`src/rtl/dma_step_pkg.sv`:
```
package dma_step_pkg;
  localparam int BAP_W  = 24;
  localparam int IOA_W  = 16;
  localparam int CNT_W  = 16;
  localparam int CTL_W  = 8;
  localparam int DESC_W = CNT_W + IOA_W + CTL_W + BAP_W;
  localparam int DATA_W = 16;
  localparam int BYTE_W = 8;

  // control byte bit positions
  localparam int CB_BAP_DEC = 5;
  localparam int CB_IOA_FIX = 4;
  localparam int CB_WORD    = 3;
  localparam int CB_BAP_FIX = 2;
  localparam int CB_DIR     = 1;
  localparam int CB_STOP    = 0;

  typedef struct packed {
    logic [CNT_W-1:0] cnt;
    logic [IOA_W-1:0] ioa;
    logic [CTL_W-1:0] ctl;
    logic [BAP_W-1:0] bap;
  } desc_t;

  typedef enum logic [2:0] {
    ST_IDLE, ST_RD_A, ST_RD_B, ST_WR_A, ST_WR_B
  } step_st_t;

  typedef logic [1:0] nbytes_t;

  function automatic nbytes_t f_step_bytes(input logic word, input logic [CNT_W-1:0] cnt);
    return (word && cnt != CNT_W'(1)) ? 2'd2 : 2'd1;
  endfunction

  function automatic logic [CNT_W-1:0] f_next_cnt(input logic [CNT_W-1:0] cnt, input nbytes_t nb);
    return cnt - CNT_W'(nb);
  endfunction

  function automatic logic [IOA_W-1:0] f_next_ioa(input logic [IOA_W-1:0] ioa, input logic fix,
                                                  input nbytes_t nb);
    return fix ? ioa : ioa + IOA_W'(nb);
  endfunction

  function automatic logic [BAP_W-1:0] f_next_bap(input logic [BAP_W-1:0] bap, input logic fix,
                                                  input logic dec, input nbytes_t nb);
    if (fix) return bap;
    if (dec) return bap - BAP_W'(nb);
    return bap + BAP_W'(nb);
  endfunction

  function automatic logic [BAP_W-1:0] f_io_addr(input logic [IOA_W-1:0] ioa);
    return {{(BAP_W-IOA_W){1'b0}}, ioa};
  endfunction

  function automatic logic [1:0] f_lane(input logic a0);
    return a0 ? 2'b10 : 2'b01;
  endfunction

  function automatic logic [BYTE_W-1:0] f_pick_byte(input logic [DATA_W-1:0] d, input logic a0);
    return a0 ? d[DATA_W-1:BYTE_W] : d[BYTE_W-1:0];
  endfunction
endpackage

```
`src/rtl/dma_step_route.sv`:
```
module dma_step_route
  import dma_step_pkg::*;
(
  input  desc_t            desc,
  output logic [BAP_W-1:0] src_a,
  output logic [BAP_W-1:0] src_b,
  output logic [BAP_W-1:0] dst_a,
  output logic [BAP_W-1:0] dst_b,
  output nbytes_t          nbytes,
  output logic             rd_word,
  output logic             rd_split,
  output logic             wr_word,
  output logic             wr_split,
  output logic             src_is_io,
  output logic             dst_is_io
);
  logic [BAP_W-1:0] io_a, io_b, buf_a, buf_b;
  logic             to_io, two;

  always_comb begin
    io_a  = f_io_addr(desc.ioa);
    io_b  = f_io_addr(desc.ioa + IOA_W'(1));
    buf_a = desc.bap;
    buf_b = desc.bap + BAP_W'(1);
    to_io = desc.ctl[CB_DIR];
    src_a = to_io ? buf_a : io_a;
    src_b = to_io ? buf_b : io_b;
    dst_a = to_io ? io_a  : buf_a;
    dst_b = to_io ? io_b  : buf_b;
    src_is_io = !to_io;
    dst_is_io = to_io;
    nbytes   = f_step_bytes(desc.ctl[CB_WORD], desc.cnt);
    two      = (nbytes == 2'd2);
    rd_word  = two && !src_a[0];
    rd_split = two &&  src_a[0];
    wr_word  = two && !dst_a[0];
    wr_split = two &&  dst_a[0];
  end
endmodule

```
`src/rtl/dma_step_update.sv`:
```
module dma_step_update
  import dma_step_pkg::*;
(
  input  desc_t   cur,
  input  nbytes_t nbytes,
  output desc_t   nxt,
  output logic    zero_left
);
  always_comb begin
    nxt     = cur;
    nxt.cnt = f_next_cnt(cur.cnt, nbytes);
    nxt.ioa = f_next_ioa(cur.ioa, cur.ctl[CB_IOA_FIX], nbytes);
    nxt.bap = f_next_bap(cur.bap, cur.ctl[CB_BAP_FIX], cur.ctl[CB_BAP_DEC], nbytes);
    zero_left = (nxt.cnt == '0);
  end
endmodule

```
`src/rtl/dma_step_seq.sv`:
```
module dma_step_seq
  import dma_step_pkg::*;
#(
  parameter int CHAN_W = 4
)(
  input  logic              clk,
  input  logic              rst_n,
  input  logic              start,
  input  logic [CHAN_W-1:0] start_chan,
  input  logic              stop_req,
  input  desc_t             desc_in,
  input  logic [BAP_W-1:0]  src_a,
  input  logic [BAP_W-1:0]  src_b,
  input  logic [BAP_W-1:0]  dst_a,
  input  logic [BAP_W-1:0]  dst_b,
  input  logic              rd_word,
  input  logic              rd_split,
  input  logic              wr_word,
  input  logic              wr_split,
  input  logic              src_is_io,
  input  logic              dst_is_io,
  input  desc_t             upd_desc,
  input  logic              upd_zero,
  output desc_t             desc_q,
  output logic              busy,
  output logic              done,
  output logic [CHAN_W-1:0] done_chan,
  output logic              blk_end,
  output logic              blk_stop,
  output desc_t             desc_wb,
  output logic              mem_req,
  output logic              mem_we,
  output logic [BAP_W-1:0]  mem_addr,
  output logic [1:0]        mem_be,
  output logic [DATA_W-1:0] mem_wdata,
  input  logic [DATA_W-1:0] mem_rdata,
  input  logic              mem_ready
);
  step_st_t          st, st_nx;
  logic [DATA_W-1:0] hold;
  logic [CHAN_W-1:0] chan_q;

  // named internal events
  logic hs, step_fin, abort_now, go, acc_is_io;

  assign hs        = mem_req && mem_ready;
  assign abort_now = start && (st == ST_IDLE) && desc_in.ctl[CB_STOP] && stop_req;
  assign go        = start && (st == ST_IDLE) && !abort_now;
  assign step_fin  = hs && ((st == ST_WR_A && !wr_split) || st == ST_WR_B);
  assign busy      = (st != ST_IDLE);

  always_comb begin
    st_nx = st;
    unique case (st)
      ST_IDLE: if (go) st_nx = ST_RD_A;
      ST_RD_A: if (hs) st_nx = rd_split ? ST_RD_B : ST_WR_A;
      ST_RD_B: if (hs) st_nx = ST_WR_A;
      ST_WR_A: if (hs) st_nx = wr_split ? ST_WR_B : ST_IDLE;
      ST_WR_B: if (hs) st_nx = ST_IDLE;
      default: st_nx = ST_IDLE;
    endcase
  end

  always_comb begin
    mem_req   = (st != ST_IDLE);
    mem_we    = 1'b0;
    mem_addr  = '0;
    mem_be    = 2'b00;
    mem_wdata = '0;
    acc_is_io = 1'b0;
    unique case (st)
      ST_RD_A: begin
        mem_addr  = src_a;
        mem_be    = rd_word ? 2'b11 : f_lane(src_a[0]);
        acc_is_io = src_is_io;
      end
      ST_RD_B: begin
        mem_addr  = src_b;
        mem_be    = f_lane(src_b[0]);
        acc_is_io = src_is_io;
      end
      ST_WR_A: begin
        mem_we    = 1'b1;
        mem_addr  = dst_a;
        mem_be    = wr_word ? 2'b11 : f_lane(dst_a[0]);
        mem_wdata = wr_word ? hold : {2{hold[BYTE_W-1:0]}};
        acc_is_io = dst_is_io;
      end
      ST_WR_B: begin
        mem_we    = 1'b1;
        mem_addr  = dst_b;
        mem_be    = f_lane(dst_b[0]);
        mem_wdata = {2{hold[DATA_W-1:BYTE_W]}};
        acc_is_io = dst_is_io;
      end
      default: ;
    endcase
  end

  always_ff @(posedge clk or negedge rst_n) begin
    if (!rst_n) begin
      st        <= ST_IDLE;
      desc_q    <= '0;
      chan_q    <= '0;
      hold      <= '0;
      done      <= 1'b0;
      blk_end   <= 1'b0;
      blk_stop  <= 1'b0;
      done_chan <= '0;
      desc_wb   <= '0;
    end else begin
      st <= st_nx;
      if (go) begin
        desc_q <= desc_in;
        chan_q <= start_chan;
      end
      if (hs && st == ST_RD_A) begin
        if (rd_word) hold <= mem_rdata;
        else         hold[BYTE_W-1:0] <= f_pick_byte(mem_rdata, src_a[0]);
      end
      if (hs && st == ST_RD_B)
        hold[DATA_W-1:BYTE_W] <= f_pick_byte(mem_rdata, src_b[0]);
      done     <= step_fin || abort_now;
      blk_end  <= (step_fin && upd_zero) || abort_now;
      blk_stop <= abort_now;
      if (step_fin) begin
        desc_wb   <= upd_desc;
        done_chan <= chan_q;
      end else if (abort_now) begin
        desc_wb   <= desc_in;
        done_chan <= start_chan;
      end
    end
  end

  // a pending access is held while ready is low
  assert_hold_on_wait_R11: assert property (@(posedge clk) disable iff (!rst_n)
    mem_req && !mem_ready |=> mem_req && $stable(mem_addr) && $stable(mem_be) && $stable(mem_we));

  // two-lane accesses are always word aligned
  assert_word_aligned_R2: assert property (@(posedge clk) disable iff (!rst_n)
    mem_req && mem_be == 2'b11 |-> !mem_addr[0]);

  // I/O-side accesses stay in the low 64 KB page
  assert_io_page_R6: assert property (@(posedge clk) disable iff (!rst_n)
    mem_req && acc_is_io |-> mem_addr[BAP_W-1:IOA_W] == '0);

  // an abort reports end and completion together
  assert_stop_has_end_R8: assert property (@(posedge clk) disable iff (!rst_n)
    blk_stop |-> blk_end && done);

  // end of a normal step iff the returned counter is empty
  assert_end_matches_cnt_R9: assert property (@(posedge clk) disable iff (!rst_n)
    done && !blk_stop |-> blk_end == (desc_wb.cnt == '0));

  // completion only with busy low, and busy falls only at completion
  assert_done_not_busy_R10: assert property (@(posedge clk) disable iff (!rst_n)
    done |-> !busy);
  assert_busy_fall_done_R10: assert property (@(posedge clk) disable iff (!rst_n)
    $fell(busy) |-> done);
endmodule

```
`src/rtl/dma_step_engine.sv`:
```
module dma_step_engine
  import dma_step_pkg::*;
#(
  parameter int CHAN_W = 4
)(
  input  logic              clk,
  input  logic              rst_n,
  input  logic              start,
  input  logic [CHAN_W-1:0] start_chan,
  input  logic              stop_req,
  input  logic [63:0]       desc_in,
  output logic              busy,
  output logic              done,
  output logic [CHAN_W-1:0] done_chan,
  output logic              blk_end,
  output logic              blk_stop,
  output logic [63:0]       desc_wb,
  output logic              mem_req,
  output logic              mem_we,
  output logic [23:0]       mem_addr,
  output logic [1:0]        mem_be,
  output logic [15:0]       mem_wdata,
  input  logic [15:0]       mem_rdata,
  input  logic              mem_ready
);
  desc_t            desc_in_s, desc_q, upd_desc, desc_wb_s;
  logic [BAP_W-1:0] src_a, src_b, dst_a, dst_b;
  nbytes_t          nbytes;
  logic             rd_word, rd_split, wr_word, wr_split, src_is_io, dst_is_io, upd_zero;

  assign desc_in_s = desc_t'(desc_in);
  assign desc_wb   = DESC_W'(desc_wb_s);

  dma_step_route u_route (
    .desc(desc_q), .src_a(src_a), .src_b(src_b), .dst_a(dst_a), .dst_b(dst_b),
    .nbytes(nbytes), .rd_word(rd_word), .rd_split(rd_split), .wr_word(wr_word),
    .wr_split(wr_split), .src_is_io(src_is_io), .dst_is_io(dst_is_io)
  );

  dma_step_update u_update (
    .cur(desc_q), .nbytes(nbytes), .nxt(upd_desc), .zero_left(upd_zero)
  );

  dma_step_seq #(.CHAN_W(CHAN_W)) u_seq (
    .clk(clk), .rst_n(rst_n), .start(start), .start_chan(start_chan), .stop_req(stop_req),
    .desc_in(desc_in_s), .src_a(src_a), .src_b(src_b), .dst_a(dst_a), .dst_b(dst_b),
    .rd_word(rd_word), .rd_split(rd_split), .wr_word(wr_word), .wr_split(wr_split),
    .src_is_io(src_is_io), .dst_is_io(dst_is_io), .upd_desc(upd_desc), .upd_zero(upd_zero),
    .desc_q(desc_q), .busy(busy), .done(done), .done_chan(done_chan), .blk_end(blk_end),
    .blk_stop(blk_stop), .desc_wb(desc_wb_s), .mem_req(mem_req), .mem_we(mem_we),
    .mem_addr(mem_addr), .mem_be(mem_be), .mem_wdata(mem_wdata), .mem_rdata(mem_rdata),
    .mem_ready(mem_ready)
  );
endmodule

```
`config.mk`:
```
export PLATFORM = sky130hd
export DESIGN_NAME = dma_step_engine
export DESIGN_NICKNAME = d
export VERILOG_FILES = /design/src/rtl/dma_step_pkg.sv /design/src/rtl/dma_step_route.sv /design/src/rtl/dma_step_update.sv /design/src/rtl/dma_step_seq.sv /design/src/rtl/dma_step_engine.sv
export SDC_FILE = /design/constraint.sdc
export NUM_CORES = 1
export LEC_CHECK = 0
export BUFFER_PORTS_ARGS = -buffer_cell sky130_fd_sc_hd__buf_4
export CAP_MARGIN = 20
export CELL_PAD_IN_SITES_DETAIL_PLACEMENT = 0
export CELL_PAD_IN_SITES_GLOBAL_PLACEMENT = 1
export CORE_ASPECT_RATIO = 0.7
export CORE_UTILIZATION = 38
export DETAILED_ROUTE_END_ITERATION = 10
export PLACE_DENSITY_LB_ADDON = 0.2
export SYNTH_ARGS = -nofsm -noshare
export SYNTH_HDL_FRONTEND = slang
export SYNTH_SLANG_ARGS = --single-unit
```
`constraint.sdc`:
```
create_clock -name clk -period 3.3 [get_ports clk]
set_input_delay 0 -clock clk [delete_from_list [all_inputs] [get_ports clk]]
set_output_delay 0 -clock clk [all_outputs]
set_load 0.1 [all_outputs]
```
==> results of run 1 <==
logic make-up (layout without fill, tap and decap cells):
kind of cell               after synthesis  in the layout
muxes                                   88             88
buffers and inverters                   97            459
and+or+nand+nor                        399            399
xor gates and xnor gates                52             52
DFF                                    158            158
adders and majority gates               32             32
AOI/OAI and AO/OA                      311            311
what timing repair did:
item	CTS	global route
resized for setup	27	48
setup buffers	6	14
hold endpoints to repair	215	0
endpoints found under the setup margin	20	32
pin swaps	20	34
hold buffers	95	0
flip-flops by register name (all words and copies together), names as in the netlist:
name / flops
u_seq.desc_wb: 64
u_seq.chan_q: 4
u_seq.st: 3
u_seq.hold: 16
u_seq.blk_end: 1
u_seq.blk_stop: 1
u_seq.done_chan: 4
u_seq.desc_q: 64
u_seq.done: 1
cells in the mapped netlist (all sizes together), types with 2 or more instances:
cell type	number
o211ai	9
and3	23
a21o	13
o311a	2
and4	2
a22oi	26
o22ai	5
nor4b	3
o21a	3
nor3b	7
o21ai	64
a221o	13
nand2	163
o31a	3
nand4	18
and2	5
a22o	16
ha	29
nor3	16
nand3b	2
o311ai	7
nand3	28
nor2	101
inv	24
nor2b	4
mux2i	21
fa	3
a211oi	6
or3	4
a31o	2
clkbuf	44
a21oi	81
o21bai	3
nand2b	11
nor4	9
o31ai	3
dfrtp	158
xnor2	21
buf	28
a31oi	38
mux2	67
a221oi	11
xor2	31
stage by stage:
step                setup WS [ns]  instances  area (µm²)
floorplan                 -0.5236       1137       10180
global placement          -0.2053       1711       12510
detailed placement        -0.2490       1711       12510
CTS                       -0.1793       1843       14200
global route              -0.3306       1856       14540
finish                    -0.2179       1856       14540
critical path: stages (launching register included):
cell,delay [ns]
dfrtp_1,0.41
nor4_4,0.37
nand3_1,0.13
o31a_4,0.38
clkinv_4,0.06
ha_4,0.12
inv_2,0.03
fa_2,0.33
a21o_1,0.18
a221o_1,0.40
nand3_2,0.14
nand3_2,0.12
a221oi_2,0.33
xnor2_1,0.09
o311a_1,0.29
routing by layer:
layer  up-vias  track usage (%)
li1       4841                -
met1      4933            39.25
met2       307            36.67
met3        24            4.904
met4         0            5.630
met5         -                0
area by class of cell:
type / instances / area [µm²]
Fill cell: 2381 / 11330
Multi-Input combinational cell: 882 / 6133
Sequential cell: 158 / 3954
Timing Repair Buffer: 403 / 3322
Tap cell: 357 / 446.7
Clock buffer: 19 / 442.9
Clock inverter: 12 / 136.4
Inverter: 25 / 103.9
worst paths after layout:
check | slack [ns] | to | from
setup / recovery | -0.22 | u_seq.desc_wb[22] | u_seq.desc_q[54]
setup reg to reg | -0.22 | u_seq.desc_wb[22] | u_seq.desc_q[54]
max in group asynchronous | 2.23 | u_seq.desc_q[33] | rst_n
hold reg to reg | 0.49 | u_seq.desc_wb[30] | u_seq.desc_q[30]
min in group clk | 0.18 | u_seq.desc_q[24] | start
hold / removal | 0.13 | u_seq.desc_q[19] | rst_n
layout by cell type, fill, tap and decap left out, types with 5 or more instances in the layout:
master         netlist  final
o21ai_1              0      9
a22oi_1             26     26
nand3_1             28     23
xor2_1              31     28
nor4_1               7      6
a221o_1             13     13
a31oi_1             38     35
mux2_2              67     67
clkbuf_16            0     17
a21oi_1             81     78
dfrtp_1            158    158
nor3b_1              7      5
nand2_1            163    160
buf_6                3      7
mux2i_1             21     21
a22o_1              16     16
nor3_1              16     13
dlygate4sd3_1        0     95
ha_1                29     25
inv_1               24     19
nor2_1             100     94
o21ai_0             64     55
o22ai_1              5      5
o311ai_2             0      6
a221oi_2             1      7
nand4_1             18     18
xnor2_1             21     17
nand2b_1            11     11
buf_4                2    298
o211ai_1             8      8
and3_1              23     22
a21o_1              13     13
==> impl_summary.log, run 1 <==
INFO  metric timing.final.hold_violations = 0
INFO  metric fin_worst_hold_slack = ~0.13 ns
INFO  metric final_min_period_over_clock_period = 106.6%
INFO  metric hold_path_class = primary input to async pin
INFO  metric first_global_vias = 9,660
INFO  metric setup_viol = 5
INFO  metric violations_in_the_final_reports = setup timing
INFO  metric clk-insertion-delay-late = about 0.44 ns
INFO  metric core = 0.02587 mm²
INFO  metric post-route-util = between 50% and 60%
INFO  metric highest-signal-layer = met4
INFO  metric nNetsFinal = ~1,600
INFO  metric drt-vias-per-instance = 5.445
INFO  metric timing.max_cap.violations = 0
INFO  metric pin_count_of_the_biggest_net_entering_global_routing = 67
INFO  metric initialDrtViolationCount = 630
INFO  metric crit_path_start_kind = flop
INFO  metric met2RoutedLength = 14,560 µm
INFO  metric groute.usage.overall = between 20 and 30%
INFO  metric vias = between 10,000 and 15,000
INFO  metric synthAdderAreaFrac = 4.187%
INFO  metric cts_sinks = ~160
INFO  metric synth_area_leaders = dfrtp_1 (39%), mux2_2 (7.5%), nand2_1 (6.1%), a21oi_1 (4.0%), nor2_1 (3.7%)
INFO  metric ys_async_sr_fraction = 100.0%
INFO  metric synthXorXnorAreaFrac = about 4.5%
INFO  metric drt_drc_violations_left = 0
INFO  metric wl_met3 = around 2100 µm
INFO  metric met1_length = 17,310 µm
INFO  metric cp.arrival = 3.83 ns
INFO  metric rows = between 40 and 50
INFO  metric diodes = 0
INFO  metric cts_max_path_buffers = 2
INFO  metric worstMarginPinSlew = 0.7334 ns
INFO  metric cts_tree = built
INFO  metric library_cell_occupying_the_most_area_in_the_post_synthesis_netlist = dfrtp_1
INFO  metric finalWirelength = around 34,000 µm
INFO  metric netlist.area_leader.share = 39.14%
INFO  metric die_height = roughly 140 µm
INFO  metric setup.worst_path.end_class = flop
INFO  metric design.die.area = 0.02725 mm²
INFO  metric fraction_of_synthesized_area_in_multiplexers = a little under a tenth
INFO  metric final_critical_path_setup_slack = -0.2179 ns
INFO  metric syn_to_final_growth = 43.94%
INFO  metric clk_root_buffer_cell = clkbuf_16
INFO  metric dr.pass1.iters = 5
INFO  metric dp.final_hpwl = roughly 24,000 µm
INFO  metric ys_types = 63
INFO  metric period_needed = 3.518 ns
INFO  metric design.portCount = between 200 and 250
INFO  metric fin_setup_tns = -0.6811 ns
INFO  metric synth_compound_area_share = roughly 20%
INFO  metric globalRoute.totalOverflow = 0
INFO  metric ys_seq_area_share = approximately two fifths
INFO  metric ys.warnings.count = 0
INFO  metric synthesis.nets = between 1,000 and 1,500
INFO  metric antenna_violating_nets_post_route = 0
INFO  metric reg2regPathDepth = 14
INFO  metric timing.max_slew.rel_slack = around half
INFO  metric synthFlopType = dfrtp_1
INFO  metric share_of_cells_above_drive_strength_1 = about a third
INFO  metric floorplan.die.width = roughly 200 µm
INFO  metric crit_fanout = 4
INFO  metric grt_first_pass_wirelength = roughly 54,000 µm
INFO  metric setup.worst_path.class = flop to flop
INFO  metric wire_per_inst = ~19 µm
INFO  metric timing.fmax = around 0.28 GHz
INFO  metric routabilityCongestion = between 0.9 and 1
INFO  metric clk_pin_slew_worst_paths = 0.07 ns
INFO  metric htree_levels = 4
INFO  metric antenna_found_initial = 0
INFO  metric initial_cell_density_of_the_core = between 30% and 40%
INFO  metric synth_cells = between 1,000 and 1,500
INFO  metric post_synth.cell_area_avg = between 8 and 9 µm²
INFO  metric port-buffer-count = between 200 and 250
INFO  metric synthesized_flop_and_latch_total = 158
INFO  metric synth_simple_gate_area_share = between 10% and 20%
INFO  metric status = complete, but fails checks
INFO  metric synth.cell_area = a little over 0.01 mm²
INFO  metric synth-edff-count = 0
INFO  metric numCtsBuffers = 17
INFO  metric timing.final.max_slew_violations = 0
INFO  metric finClkSkew = ~0.013 ns
INFO  metric rsz0062_at_grt = true
INFO  metric worst_ep_required_time = roughly 3.6 ns
INFO  metric synth_top_family_by_area = compound AO/OA/AOI/OAI gates
Power of run 1 is not shown: default switching activity piles up to over one toggle a cycle in this logic, so the estimate is an artifact.
==> run 2, diff against run 1 <==
Settings changed: BUFFER_PORTS_ARGS -buffer_cell sky130_fd_sc_hd__buf_4 to unset, CORE_UTILIZATION 38 to 44, CTS_CLUSTER_DIAMETER set to 100, DONT_BUFFER_PORTS set to 1.
==> run 2 against run 1 <==
The flow finishes with violations (hold timing, setup timing). Core utilization increased by 3.6 points. Final cell count decreased by 13%. Clock skew increased by 0.0019 ns. Clock-buffer cell count decreased by 1. First-iteration DRC count increased by 9.5%. Via count decreased by 5.9%. Setup slack improved by 0.16 ns. Design area decreased by 9.2%. Die area decreased by 13%. Non-clock buffer count decreased by 186.
==> impl_summary.log, run 2 (synthesis gave the netlist of run 1 again) <==
INFO  metric numCtsBuffers = 17
INFO  metric finClkSkew = approximately 0.015 ns
INFO  metric period_needed = between 3 and 4 ns
INFO  metric hold_path_class = primary input to async pin
INFO  metric wire_per_inst = slightly above 20 µm
INFO  metric core = ~0.022 mm²
INFO  metric placed_cells_incl_taps = approximately 1,500
INFO  metric design.portCount = a little over 200
INFO  metric status = complete, but fails checks
INFO  metric share_of_cells_above_drive_strength_1 = roughly 22%
INFO  metric worst_ep_required_time = 3.63 ns
INFO  metric first_global_vias = just over 9,000
INFO  metric setup_viol = 1
INFO  metric fin_setup_tns = -0.05361 ns
INFO  metric finalWirelength = 32,680 µm
INFO  metric nFillCells = between 1,500 and 2,000
INFO  metric cts_sinks = roughly 160
INFO  metric antenna_violating_nets_post_route = 0
INFO  metric critical_path_depth = 13
INFO  metric groute.usage.overall = ~28%
INFO  metric rows = 45
INFO  metric clk_pin_slew_worst_paths = 0.07 ns
INFO  metric design.die.area = 0.02358 mm²
INFO  metric antenna_found_initial = 2
INFO  metric timing.max_slew.rel_slack = between 20% and 30%
INFO  metric timing.fmax = just under 0.3 GHz
INFO  metric dp.final_hpwl = approximately 22,000 µm
INFO  metric cts_tree = built
INFO  metric dr.pass1.iters = 5
INFO  metric initial_cell_density_of_the_core = between 40 and 50%
INFO  metric crit_path_start_kind = flop
INFO  metric cts_max_path_buffers = 2
INFO  metric layout_common_cells = nand2_1 (161), dfrtp_1 (158), buf_4 (109)
INFO  metric reg2regPathDepth = 13
INFO  metric worst_path_dominant_cell_family = compound AO/OA/AOI/OAI gates
INFO  metric cp_num_buf_inv = 2
INFO  metric max_stage_delay = 0.58 ns
INFO  metric htree_levels = 4
INFO  metric vias = between 9,000 and 10,000
INFO  metric cp.arrival = 3.68 ns
INFO  metric final_critical_path_setup_slack = -0.05361 ns
INFO  metric clk_root_buffer_cell = clkbuf_16
INFO  metric largest_regs = u_seq.desc_q (64), u_seq.desc_wb (64), u_seq.hold (16)
INFO  metric floorplan.die.width = about 180 µm
INFO  metric globalRoute.totalOverflow = 0
INFO  metric nNetsFinal = approximately 1,400
INFO  metric violations_in_the_final_reports = hold timing, setup timing
INFO  metric clk-insertion-delay-late = around 0.45 ns
INFO  metric finish.cell_count_without_fillers = about 1,600
INFO  metric die_height = 128.8 µm
INFO  metric initialDrtViolationCount = between 600 and 700
INFO  metric setup.worst_path.end_class = flop
INFO  metric worstMarginPinSlew = roughly 1.1 ns
INFO  metric timing.final.hold_violations = ~160
INFO  metric routabilityCongestion = about 0.92
INFO  metric fin_worst_hold_slack = -0.7520 ns
INFO  metric final_min_period_over_clock_period = 101.6%
INFO  metric worstPathCellList = or4_4 -> o31a_4 -> clkinv_4 -> ha_4 -> inv_2 -> fa_2 -> a21o_1 -> a221o_1 -> nand3_2 -> nand3_2 -> a221oi_2 -> xnor2_1 -> o311a_1
INFO  metric setup.worst_path.class = flop to flop
INFO  metric syn_to_final_growth = 30.74%
INFO  metric grt_first_pass_wirelength = 51,130 µm
INFO  metric rsz0062_at_grt = true
INFO  metric timing.max_cap.violations = 0
INFO  metric pin_count_of_the_biggest_net_entering_global_routing = 159
INFO  metric timing.final.max_slew_violations = 0
INFO  metric critPathSlowestCell = or4_4
INFO  metric crit_fanout = 3
INFO  metric drt-vias-per-instance = approximately 5.9
INFO  metric layout_commonest_cell = nand2_1
INFO  metric drt_drc_violations_left = 0
INFO  metric port-buffer-count = 0
INFO  metric critical_path.most_common_cell = nand3_2
==> run 2: cell types whose count changed in the layout (fill, tap and decap cells not counted), moves of 4 or more <==
cell and delta:
buf_6 -4, o21ai_1 -8, o21ai_2 +8, buf_16 +5, buf_4 -189, o311ai_4 +6
o311ai_2 -5
==> run 2: timing repair <==
item | 4_1_cts | 5_1_grt
buffers inserted | 1 | 3
hold endpoints to repair | 312 | 160
gates resized for setup | 14 | 30
setup endpoints to repair | 24 | 29
pin swaps | 9 | 12
hold buffers | 94 | 1
==> run 2: layout make-up <==
class                           count  area [µm²]  share of cell area [%]
Antenna cell                        2       5.005                 0.03790
Clock inverter                     14       157.7                   1.194
Timing Repair Buffer              217        2041                   15.45
Multi-Input combinational cell    882        6130                   46.41
Tap cell                          305       381.6                   2.890
Sequential cell                   158        3954                   29.94
Clock buffer                       18       439.2                   3.325
Inverter                           25       98.84                  0.7485
==> run 2: worst reg2reg max path, cell delays in order (launching register included) <==
cell and delay, ns:
dfrtp_1 0.38, or4_4 0.58, o31a_4 0.33, clkinv_4 0.06, ha_4 0.12, inv_2 0.03
fa_2 0.33, a21o_1 0.17, a221o_1 0.37, nand3_2 0.12, nand3_2 0.09, a221oi_2 0.29
xnor2_1 0.09, o311a_1 0.28
==> run 2: path summary, 6_finish.rpt <==
path | startpoint | end | slack [ns]
min | rst_n | u_seq.desc_q[14] | -0.75
max reg2reg | u_seq.desc_q[58] | u_seq.desc_wb[22] | -0.05
max | u_seq.desc_q[58] | u_seq.desc_wb[22] | -0.05
min reg2reg | u_seq.chan_q[0] | u_seq.done_chan[0] | 0.49
max in group asynchronous | rst_n | u_seq.desc_q[47] | 3.68
min in group clk | desc_in[24] | u_seq.desc_wb[53] | 0.04
==> run 2: metal layers <==
metal | GRT usage (%) | wire [µm] | vias to the layer above
li1 | - | - | 4490
met1 | 41.16 | 15880 | 4670
met2 | 40.64 | 13940 | 335
met3 | 7.274 | 2655 | 11
met4 | 6.078 | 197 | 0
met5 | 0 | 0 | -
==> run 2: metrics by stage <==
stage | util, % | setup slack [ns] | instance area [µm²]
2_1_floorplan | - | -0.5236 | 10180
3_3_place_gp | 51.62 | -0.1980 | 11390
3_5_place_dp | 51.62 | -0.2570 | 11390
4_1_cts | 58.90 | -0.04683 | 13000
5_1_grt | 59.84 | -0.1591 | 13210
6_report | 59.84 | -0.05361 | 13210
Power of run 2 is left out for the same reason.
==> run 3, diff against run 2 <==
Settings changed: CTS_CLUSTER_DIAMETER 100 to 120, SETUP_SLACK_MARGIN set to 0.02.
==> run 3 against run 2 <==
The run still ends with hold timing, setup timing left. Design area down 0.41%. Clock-buffer cell count up 2. Clock skew down 0.0028 ns. Sequential share of layout area up 0.13 points. Non-clock buffer count down 1. Critical path type unchanged. Core utilization down 0.24 points. Final cell count about the same. Flip-flop and latch count unchanged. Die area unchanged. Largest cell class unchanged. Via count down 0.88%.
==> impl_summary.log, run 3 (synthesis gave the netlist of run 1 again) <==
INFO  metric finClkSkew = about 0.012 ns
INFO  metric rsz0062_at_grt = true
INFO  metric final_min_period_over_clock_period = 103.4%
INFO  metric drt-vias-per-instance = about 5.8
INFO  metric setup_viol = 3
INFO  metric hold_path_class = primary input to async pin
INFO  metric cts_tree = built
INFO  metric drt_drc_violations_left = 0
INFO  metric groute.usage.overall = between 20% and 30%
INFO  metric layout_common_cells = nand2_1 (160), dfrtp_1 (157), buf_4 (109)
INFO  metric clk_root_buffer_cell = clkbuf_16
INFO  metric design.portCount = roughly 200
INFO  metric crit_path_start_kind = flop
INFO  metric worst_ep_required_time = roughly 3.6 ns
INFO  metric cts_hold_buffers = 94
INFO  metric status = complete, but fails checks
INFO  metric cp.arrival = 3.73 ns
INFO  metric fin_worst_hold_slack = -0.7349 ns
INFO  metric vias = 9,422
INFO  metric timing.max_slew.rel_slack = 34.75%
INFO  metric timing.max_cap.violations = 0
INFO  metric antenna_violating_nets_post_route = 0
INFO  metric finalWirelength = about 32,000 µm
INFO  metric routabilityCongestion = approximately 0.9
INFO  metric htree_levels = 4
INFO  metric finish.cell_count_without_fillers = between 1,500 and 2,000
INFO  metric cts_max_path_buffers = 2
INFO  metric setup.worst_path.class = flop to flop
INFO  metric design.die.area = between 0.02 and 0.025 mm²
INFO  metric largest_regs = u_seq.desc_q (64), u_seq.desc_wb (64), u_seq.hold (16)
INFO  metric timing.fmax = 0.2930 GHz
INFO  metric nFillCells = approximately 2,000
INFO  metric clk_pin_slew_worst_paths = around 0.070 ns
INFO  metric multi_input_gate_area_in_the_final_layout = between 0.006 and 0.007 mm²
INFO  metric first_global_vias = between 8,000 and 9,000
INFO  metric fin_setup_tns = -0.1448 ns
INFO  metric initialDrtViolationCount = 675
INFO  metric placed_cells_incl_taps = ~1,500
INFO  metric pin_count_of_the_biggest_net_entering_global_routing = between 150 and 200
INFO  metric crit_fanout = 3
INFO  metric place_ws = -0.2677 ns
INFO  metric clk-insertion-delay-late = roughly 0.44 ns
INFO  metric worstMarginPinSlew = slightly below 1 ns
INFO  metric nNetsFinal = 1,421
INFO  metric final_critical_path_setup_slack = -0.1126 ns
INFO  metric share_of_cells_above_drive_strength_1 = 22.10%
INFO  metric core = roughly 0.022 mm²
INFO  metric globalRoute.totalOverflow = 0
INFO  metric setup.worst_path.end_class = flop
INFO  metric antenna_found_initial = 3
INFO  metric dr.pass1.iters = 4
INFO  metric initial_cell_density_of_the_core = between 40% and 50%
INFO  metric die_height = ~130 µm
INFO  metric violations_in_the_final_reports = hold timing, setup timing
INFO  metric r2r_slack = -0.11 ns
INFO  metric period_needed = approximately 3.4 ns
INFO  metric timing.final.max_slew_violations = 0
INFO  metric grt_first_pass_wirelength = 50,900 µm
INFO  metric cts_sinks = approximately 160
INFO  metric dp.final_hpwl = 22,470 µm
INFO  metric numCtsBuffers = 17
INFO  metric wire_per_inst = ~20 µm
INFO  metric seqCellArea = approximately 0.004 mm²
INFO  metric syn_to_final_growth = 30.21%
INFO  metric rows = 45
INFO  metric layout_commonest_cell = nand2_1
INFO  metric floorplan.die.width = around 180 µm
INFO  metric timing.final.hold_violations = 160
INFO  metric port-buffer-count = 0
[run 3: cell count changes in the layout (fill, tap and decap cells not counted), moves of 2 or more]
cell / delta
clkbuf_2: +2
a221oi_2: -2
nor2_2: -3
clkinvlp_4: -3
a221oi_1: +2
buf_6: -2
nor2_1: +2
clkbuf_1: +2
[run 3: timing repair]
item | in CTS | in global routing
endpoints found under the setup margin | 13 | 33
buffers inserted | 2 | 2
hold endpoints to repair | 313 | 158
gates resized for setup | 15 | 30
pin swaps | 8 | 11
[run 3: worst max-delay path: stages, from the launching register on]
cell,delay (ns)
dfrtp_1,0.38
or4_4,0.58
o31a_4,0.33
clkinv_4,0.06
ha_4,0.12
inv_2,0.03
fa_2,0.33
a21o_1,0.19
a221o_1,0.40
nand3_2,0.11
nand3_2,0.10
a221oi_2,0.29
xnor2_1,0.10
o311a_1,0.29
[run 3: layer usage]
metal  part of all wire [%]  vias up  track usage [%]
li1                       -     4482                -
met1                     49     4603            41.79
met2                     43      320            40.30
met3                    7.5       17            7.133
met4                   0.83        0            4.804
met5                      0        -                0
[run 3: cell type report]
type	count	share of cell area (%)
Antenna cell	3	0.05708
Clock buffer	20	3.396
Clock inverter	11	0.8181
Inverter	25	0.7515
Multi-Input combinational cell	882	46.72
Sequential cell	158	30.07
Tap cell	305	2.901
Timing Repair Buffer	216	15.29
[run 3: through the flow]
step                      utilization (%)  instance area, µm²
final                               59.59               13150
after global routing                59.59               13150
after CTS                           58.78               12970
after detailed placement            51.64               11400
after global placement              51.64               11400
after floorplan                         -               10190
[run 3: path summary, 6_finish.rpt]
path | end | from | depth (start not counted)
max | u_seq.desc_wb[22] | u_seq.desc_q[58] | 13
max reg2reg | u_seq.desc_wb[22] | u_seq.desc_q[58] | 13
max in group asynchronous | u_seq.desc_q[1] | rst_n | 0
min | u_seq.desc_q[19] | rst_n | 0
min in group clk | u_seq.hold[12] | mem_ready | 3
min reg2reg | u_seq.done_chan[2] | u_seq.chan_q[2] | 2
Power of run 3 is left out for the same reason.
